--- src/rtl/ilen_pkg.sv ---
package ilen_pkg;
  localparam int LEN_W = 3;
  localparam logic [LEN_W-1:0] LEN_HALF = 3'd1;
  localparam logic [LEN_W-1:0] LEN_WORD = 3'd2;
  localparam logic [LEN_W-1:0] LEN_WORD_HALF = 3'd3;
  localparam logic [LEN_W-1:0] LEN_DWORD = 3'd4;
  localparam logic [5:0] OPC_ZERO = 6'd0;
  localparam logic [5:0] OPC_PREFIX = 6'd1;
  localparam logic [5:0] OPC_SHORT = 6'd5;

  typedef struct packed {
    logic cmp;
    logic pend;
  } dec_state_t;
endpackage

--- src/rtl/ilen_len_decode.sv ---
module ilen_len_decode
  import ilen_pkg::*;
(
  input  logic [15:0]      hw0,
  input  logic [15:0]      hw1,
  input  logic             use_std,
  output logic [LEN_W-1:0] len_hw,
  output logic             illegal
);
  logic [31:0] word;
  logic [5:0]  opc;
  logic        attn_sel;

  assign word     = {hw0, hw1};
  assign opc      = word[31:26];
  assign attn_sel = word[9];

  always_comb begin
    if (!use_std) begin
      len_hw  = LEN_HALF;
      illegal = (hw0 == 16'h0000);
    end else begin
      illegal = (word == 32'h0000_0000);
      unique case (opc)
        OPC_ZERO:   len_hw = attn_sel ? LEN_WORD : LEN_WORD_HALF;
        OPC_PREFIX: len_hw = LEN_DWORD;
        OPC_SHORT:  len_hw = LEN_HALF;
        default:    len_hw = LEN_WORD;
      endcase
    end
  end
endmodule

--- src/rtl/ilen_state.sv ---
module ilen_state
  import ilen_pkg::*;
#(
  parameter int AW = 32,
  parameter logic [AW-1:0] RESET_ADDR = '0
) (
  input  logic             clk,
  input  logic             rst,
  input  logic             adv_ok,
  input  logic [LEN_W-1:0] len_hw,
  input  logic             sw_cmp,
  input  logic             esc,
  input  logic             redir,
  input  logic [AW-1:0]    redir_addr,
  input  logic             redir_cmp,
  input  logic             redir_esc,
  output logic [AW-2:0]    pc_hw,
  output dec_state_t       st
);
  localparam int PAD = AW - 1 - LEN_W;

  logic [AW-2:0] step;
  assign step = {{PAD{1'b0}}, len_hw};

  always_ff @(posedge clk) begin
    if (rst) begin
      pc_hw   <= RESET_ADDR[AW-1:1];
      st.cmp  <= 1'b0;
      st.pend <= 1'b0;
    end else if (redir) begin
      pc_hw   <= redir_addr[AW-1:1];
      st.cmp  <= redir_cmp;
      st.pend <= redir_cmp & redir_esc;
    end else if (adv_ok) begin
      pc_hw <= pc_hw + step;
      if (st.pend)     st.pend <= 1'b0;
      else if (st.cmp) st.pend <= esc;
      else             st.cmp  <= sw_cmp;
    end
  end

  AST_PC_HOLD: assert property (@(posedge clk) disable iff (rst)
    (!redir && !adv_ok) |=> $stable(pc_hw));
  AST_PC_STEP: assert property (@(posedge clk) disable iff (rst)
    (adv_ok && !redir) |=> (pc_hw == $past(pc_hw) + $past(step)));
  AST_ESC_ONCE: assert property (@(posedge clk) disable iff (rst)
    (adv_ok && !redir && st.pend) |=> (!st.pend && st.cmp));
  AST_CMP_STICKY: assert property (@(posedge clk) disable iff (rst)
    (st.cmp && !redir) |=> st.cmp);
  AST_REDIR_LOAD: assert property (@(posedge clk) disable iff (rst)
    redir |=> (pc_hw == $past(redir_addr[AW-1:1]) && st.cmp == $past(redir_cmp)));
endmodule

--- src/rtl/ilen_stepper.sv ---
module ilen_stepper
  import ilen_pkg::*;
#(
  parameter int AW = 32,
  parameter logic [AW-1:0] RESET_ADDR = 32'h0000_0100,
  parameter int WIN_HW = 4,
  localparam int CW = $clog2(WIN_HW + 1)
) (
  input  logic             clk,
  input  logic             rst,
  input  logic [16*WIN_HW-1:0] win_i,
  input  logic [CW-1:0]    win_hw_i,
  input  logic             adv_i,
  input  logic             sw_cmp_i,
  input  logic             esc_i,
  input  logic             redir_i,
  input  logic [AW-1:0]    redir_addr_i,
  input  logic             redir_cmp_i,
  input  logic             redir_esc_i,
  output logic [AW-1:0]    pc_o,
  output logic             cmp_mode_o,
  output logic             esc_pend_o,
  output logic [LEN_W-1:0] len_o,
  output logic             valid_o,
  output logic             illegal_o
);
  logic [AW-2:0] pc_hw;
  dec_state_t    st;
  logic          use_std;
  logic          adv_ok;
  logic [CW-1:0] need;

  assign use_std = ~st.cmp | st.pend;

  ilen_len_decode u_dec (
    .hw0     (win_i[15:0]),
    .hw1     (win_i[31:16]),
    .use_std (use_std),
    .len_hw  (len_o),
    .illegal (illegal_o)
  );

  generate
    if (CW >= LEN_W) begin : g_wide
      assign need = CW'(len_o);
    end else begin : g_narrow
      assign need = len_o[CW-1:0];
    end
  endgenerate

  assign valid_o = (win_hw_i >= need);
  assign adv_ok  = adv_i & valid_o;

  ilen_state #(.AW(AW), .RESET_ADDR(RESET_ADDR)) u_state (
    .clk        (clk),
    .rst        (rst),
    .adv_ok     (adv_ok),
    .len_hw     (len_o),
    .sw_cmp     (sw_cmp_i),
    .esc        (esc_i),
    .redir      (redir_i),
    .redir_addr (redir_addr_i),
    .redir_cmp  (redir_cmp_i),
    .redir_esc  (redir_esc_i),
    .pc_hw      (pc_hw),
    .st         (st)
  );

  assign pc_o       = {pc_hw, 1'b0};
  assign cmp_mode_o = st.cmp;
  assign esc_pend_o = st.pend;

  AST_CMP_LEN16: assert property (@(posedge clk) disable iff (rst)
    (cmp_mode_o && !esc_pend_o) |-> (len_o == LEN_HALF));
  AST_LEN_RANGE: assert property (@(posedge clk) disable iff (rst)
    (len_o >= LEN_HALF && len_o <= LEN_DWORD));
  AST_PEND_IN_CMP: assert property (@(posedge clk) disable iff (rst)
    esc_pend_o |-> cmp_mode_o);
endmodule

--- config.mk ---
export PLATFORM = sky130hd
export DESIGN_NAME = ilen_stepper
export DESIGN_NICKNAME = d
export VERILOG_FILES = /design/src/rtl/ilen_pkg.sv /design/src/rtl/ilen_len_decode.sv /design/src/rtl/ilen_state.sv /design/src/rtl/ilen_stepper.sv
export SDC_FILE = /design/constraint.sdc
export NUM_CORES = 1
export LEC_CHECK = 0
export ABC_CLOCK_PERIOD_IN_PS = 3300
export BUFFER_PORTS_ARGS = -buffer_cell sky130_fd_sc_hd__buf_2
export CORE_MARGIN = 4
export CORE_UTILIZATION = 25
export DETAILED_ROUTE_END_ITERATION = 12
export GPL_TIMING_DRIVEN = 0
export SLEW_MARGIN = 10
export SYNTH_ARGS = -nofsm -noshare
export SYNTH_HDL_FRONTEND = slang
export SYNTH_SLANG_ARGS = --single-unit
--- constraint.sdc ---
create_clock -name clk -period 3.3 [get_ports clk]
set_input_delay 0.33 -clock clk [delete_from_list [all_inputs] [get_ports clk]]
set_output_delay 0.33 -clock clk [all_outputs]
set_load 0.1 [all_outputs]
## Word-level counts from Yosys, hierarchy flattened

Index checks and enable logic that the tools add are counted.

| storage, ports and cells | value |
|---|---|
| word-level logic and storage cells | 29 |
| output and inout port bits | 39 |
| input bits | 107 |
| register bits | 33 |

| operators by class | value |
|---|---|
| mux-type cells | 12 |
| $lt $le $gt $ge | 1 |
| reductions and logical operators | 5 |
| bitwise logic cells | 4 |
| eq/ne operators | 3 |
| add/sub/neg operators | 1 |

Operator list:

| kind | number |
|---|---|
| $mux W31 | 2 |
| $logic_not A32 Y1 | 1 |
| $add A31 B3 Y31 | 1 |
| $logic_not A16 Y1 | 1 |
| $pmux W3 S3 | 1 |
| $eq A6 B1 Y1 const B | 1 |
| $eq A6 B3 Y1 const B | 1 |
| $logic_not A6 Y1 | 1 |
| $mux W1 | 6 |
| $mux W2 | 2 |
| $ge A3 B3 Y1 | 1 |
| $mux W3 | 1 |
| $and A1 B1 Y1 | 2 |
| $ne A2 B2 Y1 const B | 1 |
| $reduce_and A2 Y1 | 1 |
| $reduce_bool A2 Y1 | 1 |
| $not A1 Y1 | 1 |
| $or A1 B1 Y1 | 1 |

## Depth between registers and ports, before layout

Gate-level depths: netlist (run 1).

| logic depth | value |
|---|---|
| depth after elaboration | 7 |
| depth in mapped cells | 11 |
| gate-level depth less buffers | 10 |

## Cells and area by module

A second synthesis (run 1) with hierarchy kept.

| second synthesis, totals | value |
|---|---|
| cell total of the unflattened synthesis | 271 |
| area, all modules | 2209.6 um^2 |

Modules (own cells, without submodules):

| module | sequential area each (um^2) | cells each | instances | area an instance (um^2) |
|---|---|---|---|---|
| ilen_state | 660.6 | 239 | 1 | 1971.9 |
| ilen_len_decode | 0.0 | 18 | 1 | 127.6 |
| ilen_stepper | 0.0 | 14 | 1 | 110.1 |

## Worst setup path after synthesis (run 1)

OpenSTA, ideal clock, no wires.

| timing | value |
|---|---|
| path type | input port to flip-flop |
| from | input win_i[15] |
| to | register u_state.pc_hw[12] |
| stages | 10 |
| data required time | 3214 ps |
| slack | -2287 ps |
| setup time | 86 ps |
| arrival time | 5501 ps |
| path buffers | 1 |
| path through | or4_1 o21ai_0 ha_1 nor2b_1 o21a_1 inv_1 clkbuf_1 nand4_1 xor2_1 a211oi_1 |

| on the way | value |
|---|---|
| longest elaborated chain between the ends | 6 |
| elaborated cells between the ends (all ways) | 11 |

Ends and longest elaborated chain:

| what | RTL line | RTL |
|---|---|---|
| start: declaration | ilen_stepper.sv:11 | `input logic [16*WIN_HW-1:0] win_i,` |
| $eq A6 B3 Y1, or another cell as far along | ilen_len_decode.sv:24 | `unique case (opc)` |
| $pmux W3 S3 (*) | ilen_len_decode.sv:24 |  |
| $mux W3 (*) | ilen_len_decode.sv:19 | `if (!use_std) begin` |
| via len_o[0] | ilen_stepper.sv:23 | `output logic [LEN_W-1:0] len_o,` |
| $ge A3 B3 Y1 (*) | ilen_stepper.sv:51 | `assign valid_o = (win_hw_i >= need);` |
| via valid_o | ilen_stepper.sv:24 | `output logic valid_o,` |
| $and A1 B1 Y1 (*) | ilen_stepper.sv:52 | `assign adv_ok = adv_i & valid_o;` |
| $reduce_bool A2 Y1 (no source line) (*) | - |  |
| end signal: assignment | ilen_state.sv:27 | `pc_hw <= RESET_ADDR[AW-1:1];` |
| end signal: assignment | ilen_state.sv:31 | `pc_hw <= redir_addr[AW-1:1];` |
| end signal: assignment | ilen_state.sv:35 | `pc_hw <= pc_hw + step;` |
| end: declaration | ilen_state.sv:17 | `output logic [AW-2:0] pc_hw,` |

The timed path passes the listed nets; every way through them passes the cells marked *. The select of a mux whose other input is x is not followed.
A chain may end at the register's enable or synchronous reset.

## Final worst setup path (run 1)

| timing | value |
|---|---|
| from | input win_i[13] |
| to | output valid_o |

| on the way | value |
|---|---|
| longest elaborated chain between the ends | 4 |
| elaborated cells between the ends (all ways) | 6 |

Ends and longest elaborated chain:

| what | RTL line |
|---|---|
| $eq A6 B3 Y1, or another cell as far along | ilen_len_decode.sv:24 |
| $pmux W3 S3 (*) | ilen_len_decode.sv:24 |
| $mux W3 (*) | ilen_len_decode.sv:19 |
| $ge A3 B3 Y1 (*) | ilen_stepper.sv:51 |
| end: declaration | ilen_stepper.sv:24 |

Mark *: on every way between the ends. The rest lies on a longest branch, timed or not.

==> results.md, run 1 <==
- Status: finished, final reports clean
- CP required: between 2000 and 3000 ps
- Fmax: about 0.32 GHz
- Cts-stage hold buffer count: 0
- Cell Area, Synth: around 0.0021 sq mm
- DRC: 0
- Async set-reset flop share out of synthesis: 0
- Layout cell share with drive strength beyond 1: 0.358
- Initial antenna violation count: 0
- CTS sink cnt: 33
- Area contributors post-synth: dfxtp_1, a311oi_1, nor2_1
- NumNets Final: 496
- Core Region: 0.00822 sq mm
- Crit path kind: input port to primary output
- HPWL after DPL: ~6200 um
- Clock Skew: roughly 6.7 ps
- Max FO, Critical Path: 10
- CTS H-tree depth: 2
- Internal: approximately 700 uW
- First-pass GRT wire length: around 13000 um
- Io pins: 146
- Vias in the first global route: about 2500
- Gr busiest metal: met2
- CP dominant cell by count: buf_2
- Number of diodes: 0
- Synthesized instance count: roughly 270
- Clock latency on the worst-skew pair: 290 ps
- PD cells: between 400 and 500 mW/mm^2
- Switching Share: 0.427
- Least-Margin Pin Slew: approximately 650 ps
- Layout Area Growth over Synthesis: 39.4%
- Port Buf Inserts: ~110
- Design Area, Final: about 0.0029 sq mm
- Longest Clk Path Bufs: 2
- Post-CTS setup buffer count: 0
- Seq/Total Area, Yosys: 0.313
- Starting DRT DRC Count: approximately 160
- Number of buffers created by CTS: 5
- Top-count cell post-synth: dfxtp_1
- Vias/cell: between 5 and 6
- Max_cap viols: 0
- Final slew viol count: 0
- RSZ-0062 raised after global routing: no
- Ys flop type: dfxtp_1
- GR Util met2: 0.257
- Pin count of the biggest net entering global routing: 11
- CP Launch Type: input port
- Number of flops mapped to enable cells by yosys: 0
- Dpl cell area: around 0.0028 sq mm
- Tcrit/Tclk final: 0.955
- Resized cells post-CTS: 0
- Via count: around 2600
- Psw: about 540 uW
- Syn. warnings: 0
- Drt first pass iters: 5
- Combinational Power Share: 0.355
- Max VDD drop: between 0.0001 and 0.00015 V
- Die X-Extent: 99.9 um
- FF+latch count, synth: 33
- Area leader, netlist: dfxtp_1
- Chip height: ~100 um
- Fill cells: approximately 900
- WL per Instance: approximately 16 um
- Worst path slowest cell: or4_4
- Flop pwr share: 0.369
- CP peak stage delay: around 550 ps
- CTS clock-pin slew for the worst setup and hold paths: around 70 ps
- FP Rows: 33
- Syn Area/Cell: 7.94 sq um
- Max transition margin: 0.565
- Final Hold Vio Count: 0
- Synth top area share: 0.313
- GP Congestion: 0.821
- Final Routed Wirelength: 7870 um
- Worst-path cell chain: buf_2 -> or4_4 -> nor2_1 -> nand3_1 -> ha_1 -> nand2_1 -> o21a_1 -> inv_1 -> clkbuf_4 -> buf_2
- Setup-failing EPs final: 0
- HP Class: input port to flop
- Post-route ant nets: 0
- GR met1 Demand/Resource: 0.209
- Overall Power: ~1.3 mW
- Clock power share: 0.276
- Initial core utilization: 0.257
- Netlist cell types: 44
- Syn_nets: 380
- Total GRT Usage: 0.155
- DIE AREA: ~0.01 sq mm
- Final min period: about 3200 ps
- WP data arrival: about 2800 ps
- CTS root buf: clkbuf_8
- Leakage Power: 1.20 nW
- CP endpoint kind: primary output
- Top post-synthesis cells by count: dfxtp_1, nor2_1, nand2_1
- GRT met3 Usage: 0.0327
- Gr ovfl total: 0
- CTS tree: built
==> sequential cells by signal, summed over array words and instances, names as in the netlist <==
signal         flops
u_state.pc_hw     31
u_state.st         2
==> cell families after synthesis <==
| kind of cell | count (synthesis) | share of synthesized area |
|---|---|---|
| AND/OR/NAND/NOR | 119 | 0.305 |
| buffers and inverters | 27 | 0.0504 |
| other | 1 | 0.00178 |
| multiplexers | 2 | 0.00948 |
| XOR/XNOR | 14 | 0.0581 |
| adder cells (fa/ha/maj) | 7 | 0.0450 |
| flip-flops | 33 | 0.313 |
| AO/OA/AOI/OAI | 63 | 0.218 |
==> worst paths after layout <==
check	start	endpoint	slack, ps	cells after the start
worst max-delay path	win_i[13]	valid_o	150	10
worst min-delay path	redir_addr_i[27]	u_state.pc_hw[26]	250	3
worst max register to register	u_state.st[0]	u_state.pc_hw[30]	400	10
worst min register to register	u_state.st[0]	u_state.st[0]	520	2
==> metrics by stage <==
step | TNS, ps | cells | worst slack (ps) | hold slack [ps] | util
after floorplan | -71.2 | 266 | -71.2 | 438 | -
after global placement | -1490 | 480 | -204 | 485 | 0.346
after detailed placement | -1660 | 480 | -203 | 500 | 0.346
after CTS | 0 | 488 | 84.8 | 240 | 0.358
after global routing | 0 | 488 | 0.648 | 245 | 0.358
final | 0 | 488 | 149 | 250 | 0.358
==> final cells by class <==
type                    count  area [sq um]  share of cell area
plain buffers              17          73.8              0.0251
inverters                  10          45.0              0.0153
repair buffers            109           546               0.185
multi-input cells         206          1380               0.469
clock buffers               7          96.3              0.0327
well taps                 105           131              0.0446
flip-flops and latches     33           666               0.226
clock inverters             1          5.00             0.00170
==> worst max-delay path: cells and delay by family <==
kind / cells / cell delay, ps
AND/OR/NAND/NOR: 4 / 920
AO/OA/AOI/OAI: 1 / 270
adder cells (fa/ha/maj): 1 / 350
buffers and inverters: 4 / 930
==> power by group through the flow <==
stage	combinational [mW]	sequential (mW)	clock, mW
finish	0.445	0.464	0.346
global route	0.472	0.469	0.372
detailed placement	0.447	0.472	0
floorplan	0.136	0.667	0
CTS	0.447	0.463	0.354
global placement	0.442	0.470	0
==> cell usage in the layout, fill, tap and decap left out, types with 2 or more instances in the layout <==
| cell type | instances |
|---|---|
| clkbuf_8 | 7 |
| o21ai_0 | 8 |
| nand3_1 | 12 |
| o31ai_1 | 9 |
| or4_1 | 9 |
| and3_1 | 2 |
| clkinvlp_4 | 2 |
| nand4_1 | 12 |
| a31oi_1 | 4 |
| xor2_1 | 9 |
| and2_2 | 2 |
| a311oi_1 | 13 |
| mux2i_1 | 2 |
| nor3_1 | 7 |
| nand2_1 | 17 |
| and4_1 | 5 |
| nor2b_1 | 2 |
| xnor2_1 | 5 |
| inv_1 | 8 |
| and2_1 | 2 |
| nor2_1 | 29 |
| dfxtp_1 | 31 |
| a211oi_1 | 13 |
| clkbuf_1 | 12 |
| clkbuf_2 | 2 |
| nor4_1 | 10 |
| ha_1 | 5 |
| a21oi_1 | 7 |
| buf_2 | 109 |
| or3_1 | 4 |
==> layer usage <==
layer  routed length, um  part of all wire
met2                3760              0.48
met1                3500              0.44
met4                  62            0.0079
met5                   0                 0
met3                 549             0.070
Note: power is estimated with default switching activity, not from simulation.
==> inputs of run 2 (changes only) <==
--- a/config.mk
+++ b/config.mk
@@ -7,10 +7,13 @@
 export LEC_CHECK = 0
 export ABC_CLOCK_PERIOD_IN_PS = 3300
 export BUFFER_PORTS_ARGS = -buffer_cell sky130_fd_sc_hd__buf_2
+export CORE_ASPECT_RATIO = 0.5
 export CORE_MARGIN = 4
 export CORE_UTILIZATION = 25
 export DETAILED_ROUTE_END_ITERATION = 12
 export GPL_TIMING_DRIVEN = 0
+export PLACE_DENSITY = 0.63
+export REMOVE_ABC_BUFFERS = 1
 export SLEW_MARGIN = 10
 export SYNTH_ARGS = -nofsm -noshare
 export SYNTH_HDL_FRONTEND = slang
==> results.md, run 2 (synthesized netlist as in run 1, its figures left out) <==
- Layout cell share with drive strength beyond 1: 0.363
- Final slew viol count: 0
- Setup slack, reg-to-reg: 420 ps
- Largest reg by FF count: u_state.pc_hw
- Port Buf Inserts: around 110
- Number of diodes: 0
- Setup-failing EPs final: 0
- Least-Margin Pin Slew: approximately 650 ps
- Worst r2r path cells: 10
- Final Routed Wirelength: 6680 um
- CTS clock-pin slew for the worst setup and hold paths: 50 ps
- Hold Path Depth: 3
- Commonest non-fill, non-tap cell in the layout: buf_2
- HP Class: input port to flop
- Top flop regs: u_state.pc_hw x31, u_state.st x2
- Leakage Power: about 1.2 nW
- Psw: between 500 and 600 uW
- Final Hold Vio Count: 0
- Via count: ~2400
- Final min period: about 3200 ps
- Post-route ant nets: 0
- Worst r2r src: u_state.st[0]
- PD cells: 468 mW/mm^2
- Clock power share: 0.351
- Tcrit/Tclk final: 0.955
- Min-delay src: redir_addr_i[27]
- WL per Instance: 13.8 um
- Fmax: between 0.3 and 0.4 GHz
- Core Region: 0.00812 sq mm
- CTS H-tree depth: 2
- Internal: between 800 and 900 uW
- Fill cells: approximately 870
- Pre-CTS WS: -521 ps
- GP Congestion: 0.822
- Reg-to-Reg End: u_state.pc_hw[30]
- Die X-Extent: between 100 and 150 um
- Flop pwr share: 0.335
- CP endpoint kind: flop
- Starting DRT DRC Count: 133
- Core Util, Final: 0.364
- Max VDD drop: just under 0.0002 V
- Combinational Power Share: 0.314
- Clock Skew: about 4 ps
- Longest Clk Path Bufs: 2
- RSZ-0062 raised after global routing: no
- Overall Power: about 1.4 mW
- CTS sink cnt: 33
- WP data arrival: approximately 3300 ps
- Chip height: between 70 and 80 um
- Io pins: 146
- Total GRT Usage: 0.132
- DRC: 0
- Clock latency on the worst-skew pair: 280 ps
- Drt first pass iters: 4
- Max reg flops: 31
- Max FO, Critical Path: 5
- First-pass GRT wire length: between 10000 and 15000 um
- Pin count of the biggest net entering global routing: 48
- Initial core utilization: 0.260
- NumNets Final: 485
- Switching Share: 0.386
- Max transition margin: 0.569
- Layout Area Growth over Synthesis: 40.1%
- Vias/cell: about 5
- Hold path endpoint: u_state.pc_hw[26]
- HPWL after DPL: approximately 5100 um
- CTS root buf: clkbuf_16
- Initial antenna violation count: 0
- DIE AREA: about 0.010 sq mm
- Vias in the first global route: around 2200
- Most frequent cells in the layout: buf_2, dfxtp_1, nor2_1
- CTS tree: built
- Gr ovfl total: 0
- Crit path kind: input port to flop
- Status: finished, final reports clean
- CP Launch Type: input port
- CP required: 3480 ps
- FP Rows: 23
- Number of buffers created by CTS: 5
- PnR worst setup slack: ~150 ps
- Max_cap viols: 0
[run 2: per-layer routing]
metal / vias to the layer above / GRT usage / wire [um]
li1: 1226 / - / -
met1: 1114 / 0.162 / 2900
met2: 56 / 0.234 / 3370
met3: 6 / 0.0213 / 331
met4: 0 / 0.0482 / 81
met5: - / 0 / 0
[run 2: repair_timing]
item	4_1_cts	5_1_grt
resized for setup	3	2
setup buffers	0	3
pin swaps	0	0
endpoints found under the setup margin	9	8
hold buffers	0	0
[run 2: power groups by stage]
stage | clock network (mW) | logic (mW) | registers (mW)
finish | 0.486 | 0.435 | 0.464
global route | 0.507 | 0.460 | 0.469
CTS | 0.496 | 0.431 | 0.463
detailed placement | 0 | 0.429 | 0.471
global placement | 0 | 0.425 | 0.471
floorplan | 0 | 0.118 | 0.666
[run 2: stage by stage]
step / instance area, sq um / TNS [ps] / std cells / hold slack [ps]
global placement: 2740 / -4060 / 472 / 504
global route: 2960 / 0 / 484 / 284
detailed placement: 2760 / -4380 / 473 / 507
CTS: 2930 / 0 / 481 / 254
floorplan: 2040 / -70420 / 249 / 399
finish: 2960 / 0 / 484 / 260
[run 2: worst max-delay path by stage]
stage,startpoint,slack [ps],to
finish,win_i[15],150,u_state.pc_hw[30]
detailed placement,win_i[15],-520,u_state.pc_hw[27]
CTS,win_i[15],80,u_state.pc_hw[30]
global route,win_i[15],20,valid_o
global placement,win_i[15],-480,u_state.pc_hw[29]
floorplan,win_i[15],-2680,u_state.pc_hw[27]
[run 2: layout make-up]
| type | instances | area, sq um | area share |
|---|---|---|---|
| Sequential cell | 33 | 661 | 0.223 |
| Clock inverter | 1 | 5.00 | 0.00169 |
| Timing Repair Buffer | 115 | 598 | 0.202 |
| Clock buffer | 7 | 153 | 0.0516 |
| Multi-Input combinational cell | 206 | 1360 | 0.460 |
| Inverter | 10 | 41.3 | 0.0140 |
| Tap cell | 112 | 140 | 0.0474 |
[run 2: worst max-delay path: stages]
cell and delay (ps):
buf_2 100, or4_1 540, o21ai_1 270, ha_1 260, fa_1 220, a21o_2 190
nand2_2 80, or4_4 560, or4_1 510, a311oi_1 270
